**src/rtl/dsteer_pkg.sv**
```systemverilog
package dsteer_pkg;
  typedef enum logic {
    ST_IDLE  = 1'b0,
    ST_VALID = 1'b1
  } dsteer_state_e;
endpackage

```
**src/rtl/dsteer_tick.sv**
```systemverilog
module dsteer_tick #(
  parameter int TICK_DIV = 50000
) (
  input  logic clk_i,
  input  logic rst_ni,
  input  logic clr_i,
  output logic tick_o
);
  generate
    if (TICK_DIV <= 1) begin : g_every_cycle
      assign tick_o = 1'b1;
    end else begin : g_prescale
      localparam int DW = $clog2(TICK_DIV);
      localparam logic [DW-1:0] DLAST = DW'(TICK_DIV - 1);
      logic [DW-1:0] div_q;
      always_ff @(posedge clk_i or negedge rst_ni) begin
        if (!rst_ni)               div_q <= '0;
        else if (clr_i || tick_o)  div_q <= '0;
        else                       div_q <= div_q + 1'b1;
      end
      assign tick_o = (div_q == DLAST);
    end
  endgenerate
endmodule

```
**src/rtl/dsteer_cnt.sv**
```systemverilog
module dsteer_cnt #(
  parameter int CNT_W = 6
) (
  input  logic             clk_i,
  input  logic             rst_ni,
  input  logic             clr_i,
  input  logic             inc_i,
  input  logic [CNT_W-1:0] last_i,
  output logic             done_o
);
  logic [CNT_W-1:0] cnt_q;

  assign done_o = inc_i && (cnt_q == last_i);

  always_ff @(posedge clk_i or negedge rst_ni) begin
    if (!rst_ni)             cnt_q <= '0;
    else if (clr_i || done_o) cnt_q <= '0;
    else if (inc_i)          cnt_q <= cnt_q + 1'b1;
  end


  cnt_bound_chk: assert property (@(posedge clk_i) disable iff (!rst_ni)
    cnt_q <= last_i || $past(last_i) != last_i || cnt_q == '0);
endmodule

```
**src/rtl/dsteer_guard.sv**
```systemverilog
module dsteer_guard
  import dsteer_pkg::*;
#(
  parameter int TICK_DIV      = 50000,
  parameter int PRESENT_TICKS = 40,
  parameter int ABSENT_TICKS  = 40
) (
  input  logic clk_i,
  input  logic rst_ni,
  input  logic est_i,
  input  logic pwdn_i,
  output logic dsteer_o
);
  localparam int GUARD_MAX = (PRESENT_TICKS > ABSENT_TICKS) ? PRESENT_TICKS : ABSENT_TICKS;
  localparam int CNT_W     = $clog2(GUARD_MAX + 1);
  localparam logic [CNT_W-1:0] P_LAST = CNT_W'(PRESENT_TICKS - 1);
  localparam logic [CNT_W-1:0] A_LAST = CNT_W'(ABSENT_TICKS - 1);

  dsteer_state_e state_q;
  logic tick, run, done;
  logic [CNT_W-1:0] last;

  dsteer_tick #(.TICK_DIV(TICK_DIV)) u_tick (
    .clk_i  (clk_i),
    .rst_ni (rst_ni),
    .clr_i  (pwdn_i),
    .tick_o (tick)
  );

  // idle times high samples, validated times low samples
  assign run  = (state_q == ST_IDLE) ? est_i : !est_i;
  assign last = (state_q == ST_IDLE) ? P_LAST : A_LAST;

  dsteer_cnt #(.CNT_W(CNT_W)) u_cnt (
    .clk_i  (clk_i),
    .rst_ni (rst_ni),
    .clr_i  (pwdn_i || !run),
    .inc_i  (run && tick && !pwdn_i),
    .last_i (last),
    .done_o (done)
  );

  always_ff @(posedge clk_i or negedge rst_ni) begin
    if (!rst_ni)     state_q <= ST_IDLE;
    else if (pwdn_i) state_q <= ST_IDLE;
    else if (done)   state_q <= (state_q == ST_IDLE) ? ST_VALID : ST_IDLE;
  end

  assign dsteer_o = (state_q == ST_VALID) && !pwdn_i;


  pwdn_low_chk: assert property (@(posedge clk_i) disable iff (!rst_ni)
    pwdn_i |-> !dsteer_o);

  rise_src_chk: assert property (@(posedge clk_i) disable iff (!rst_ni)
    $rose(dsteer_o) |-> $past(est_i));

  fall_src_chk: assert property (@(posedge clk_i) disable iff (!rst_ni)
    ($fell(dsteer_o) && !pwdn_i) |-> !$past(est_i));

  no_rise_low_chk: assert property (@(posedge clk_i) disable iff (!rst_ni)
    (!dsteer_o && !est_i) |=> !dsteer_o);

  hold_high_chk: assert property (@(posedge clk_i) disable iff (!rst_ni)
    (dsteer_o && est_i && !pwdn_i) |=> (dsteer_o || pwdn_i));
endmodule

```
**config.mk**
```make
export PLATFORM = sky130hd
export DESIGN_NAME = dsteer_guard
export DESIGN_NICKNAME = d
export VERILOG_FILES = /design/src/rtl/dsteer_pkg.sv /design/src/rtl/dsteer_tick.sv /design/src/rtl/dsteer_cnt.sv /design/src/rtl/dsteer_guard.sv
export SDC_FILE = /design/constraint.sdc
export NUM_CORES = 1
export LEC_CHECK = 0
export ABC_AREA = 1
export BUFFER_PORTS_ARGS = -buffer_cell sky130_fd_sc_hd__buf_2
export CORE_MARGIN = 3
export CORE_UTILIZATION = 30
export DETAILED_ROUTE_END_ITERATION = 8
export GPL_ROUTABILITY_DRIVEN = 0
export SLEW_MARGIN = 20
export SYNTH_ARGS = -nofsm -noshare
export SYNTH_HDL_FRONTEND = slang
export SYNTH_SLANG_ARGS = --single-unit
export TNS_END_PERCENT = 20
```
**constraint.sdc**
```tcl
create_clock -name clk_i -period 1.55 [get_ports clk_i]
set_input_delay 0 -clock clk_i [delete_from_list [all_inputs] [get_ports clk_i]]
set_output_delay 0 -clock clk_i [all_outputs]
set_load 0.01 [all_outputs]
```
==> flow_metrics.env <==
export IMPL_numCtsBuffers=3
export IMPL_path_clk_slew_ps=90
export IMPL_endpoint_kind="flop"
export IMPL_numPortBuffers=4
export IMPL_outcome="finished, final reports clean"
export IMPL_antenna_found_initial=0
export IMPL_clk_latency_ps=270
export IMPL_nFillCells=470
export IMPL_rsz0062_at_grt="no"
export IMPL_setup_tns_ps=0
export IMPL_synth_nets=206
export IMPL_tightest_slew_ps=524
export IMPL_clockBufferDepth=2
export IMPL_vias=1169
export IMPL_hold_path_depth=6
export IMPL_fin_crit_sh_pct=88.9
export IMPL_yosysTopAreaCell="dfrtp_1"
export IMPL_synth_area_leaders="dfrtp_1 41%, nand2_1 15%, nor2_1 11%"
export IMPL_diodes=0
export IMPL_leakage_nw=0.707
export IMPL_drive_above_1_share_pct=10.1
export IMPL_drt_iter0_drc=87
export IMPL_grt_overflow_total=0
export IMPL_via_per_inst=4.51
export IMPL_postSynthAreaPerCell_um2=6.94
export IMPL_fp_dieH_um=74.0
export IMPL_vdd_ir_drop_worst_uv=342
export IMPL_area_delta_synth_final_pct=10.3
export IMPL_startpoint_type="flop"
export IMPL_antenna_left=0
export IMPL_rows=24
export IMPL_arrival_ps=1530
export IMPL_utilization_pct=34.7
export IMPL_synthCells=200
export IMPL_crit_required_ps=1700
export IMPL_grt_usage_pct=10.7
export IMPL_netlist_area_leader_share_pct=41.4
export IMPL_post_cts_buffers=0
export IMPL_ys_async_sr_fraction_pct=100
export IMPL_synth_common_cells="54 x nand2_1, 42 x nor2_1, 25 x inv_1"
export IMPL_dieWidth_um=74.0
export IMPL_cts_sinks=23
export IMPL_hold_violations=0
export IMPL_drt_first_pass_iters=4
export IMPL_root_buffer="clkbuf_8"
export IMPL_ys_types=21
export IMPL_first_global_vias=1049
export IMPL_htreeDepth=1
export IMPL_hold_class="in2reg"
export IMPL_power_per_cell_area_nw_per_um2=685
export IMPL_drc=0
export IMPL_cts_tree="done"
export IMPL_ys_ff_latch=23
export IMPL_worstRegToRegCells=8
export IMPL_grt_pass1_wl_mm=4.67
export IMPL_synth_edf_count=0
export IMPL_wire_per_inst_um=10.2
export IMPL_slew_headroom_pct=65.0
export IMPL_io_pins=5
export IMPL_coreArea_um2=4410
export IMPL_final_nets=214
export IMPL_period_minus_slack_ps=1380
export IMPL_path_class="reg2reg"
export IMPL_r2r_slack_ps=170
export IMPL_cap_violations=0
export IMPL_dpl_hpwl_mm=1.98
export IMPL_setup_violations=0
export IMPL_finalPower_mw=1.05
export IMPL_synth_ff_type="dfrtp_1"
export IMPL_dieArea_um2=5480
export IMPL_grt_max_degree=24
export IMPL_synth_most_common_cell="nand2_1"
export IMPL_ys_seq_area_share_pct=41.4
export IMPL_initial_utilization_pct=31.5
export IMPL_fin_worst_skew_ps=3.89
export IMPL_slew_viol_final=0
export IMPL_crit_fanout=16
export IMPL_yosys_warnings=0
export IMPL_drt_wl_total_mm=2.64
export IMPL_max_freq_mhz=726
export IMPL_synth_area_um2=1390
sequential cells by signal, summed over array words and instances (netlist names):
| register | cells |
|---|---|
| u_tick.g_prescale.div_q | 16 |
| state_q | 1 |
| u_cnt.cnt_q | 6 |
worst paths after layout:
path	startpoint	endpoint
worst min-delay path	pwdn_i	state_q
worst min register to register	u_cnt.cnt_q[1]	u_cnt.cnt_q[1]
max in group asynchronous	rst_ni	u_tick.g_prescale.div_q[9]
min in group asynchronous	rst_ni	u_tick.g_prescale.div_q[2]
worst max register to register	u_tick.g_prescale.div_q[0]	u_tick.g_prescale.div_q[15]
worst max-delay path	u_tick.g_prescale.div_q[0]	u_tick.g_prescale.div_q[15]
cell usage in the layout (no fill, tap or decap), drive strengths merged:
| cell | n |
|---|---|
| xnor2 | 2 |
| nor3 | 6 |
| inv | 27 |
| o21ai | 4 |
| clkbuf | 3 |
| dfrtp | 23 |
| and2 | 2 |
| xor2 | 5 |
| a21oi | 2 |
| dlygate4sd3 | 1 |
| nand3 | 16 |
| buf | 4 |
| nand2 | 59 |
| ha | 2 |
| clkinv | 1 |
| nor2 | 46 |
| nand4 | 4 |
worst max-delay path, cell delays in order (launching register included):
cell     delay (ps)
dfrtp_1         430
ha_4            160
nand2_2          90
inv_2            80
nand2_2          60
nor2_2          110
nand2_2          80
nand2_4         180
nor2_1           70
timing repair:
action / in CTS / in global routing
endpoints found under the setup margin: 0 / 9
gates resized for setup: 0 / 3
endpoints found under the hold margin: 23 / 0
hold buffers: 1 / 0
cell families after synthesis:
family,after synthesis,share of synthesized area [%]
fa+ha+maj,2,1.80
simple gates,133,41.7
buf+inv,29,8.47
xor+xnor,7,4.41
flops,23,41.4
compound gates,6,2.16
metal layers:
layer | up-vias | GRT usage [%] | part of all wire (%)
li1 | 625 | - | -
met1 | 527 | 15.2 | 52
met2 | 15 | 16.7 | 44
met3 | 2 | 2.03 | 3.0
met4 | 0 | 2.41 | 0.68
met5 | - | 0 | 0
metrics by stage:
step / instances / instance area [um2] / hold slack [ps] / setup slack [ps]
2_1_floorplan: 200 / 1390 / -296 / 244
3_3_place_gp: 254 / 1460 / 10.5 / 111
3_5_place_dp: 254 / 1460 / 15.8 / 74.1
4_1_cts: 259 / 1510 / 57.5 / 63.5
5_1_grt: 259 / 1530 / 85.8 / 35.9
6_report: 259 / 1530 / 61.6 / 172
layout make-up:
| class | instances | area [um2] | area share (%) |
|---|---|---|---|
| Clock buffer | 3 | 41.3 | 2.70 |
| Clock inverter | 1 | 5.00 | 0.327 |
| Inverter | 27 | 101 | 6.62 |
| Multi-Input combinational cell | 148 | 713 | 46.6 |
| Sequential cell | 23 | 576 | 37.6 |
| Tap cell | 52 | 65.1 | 4.25 |
| Timing Repair Buffer | 5 | 30.0 | 1.96 |
power by group:
group,total (mW),switching [mW],leakage [nW],internal (mW)
Combinational,0.0535,0.0371,0.363,0.0164
Clock,0.381,0.202,0.0255,0.180
Sequential,0.614,0.00851,0.319,0.606
Note: power is estimated with default switching activity, not from simulation.
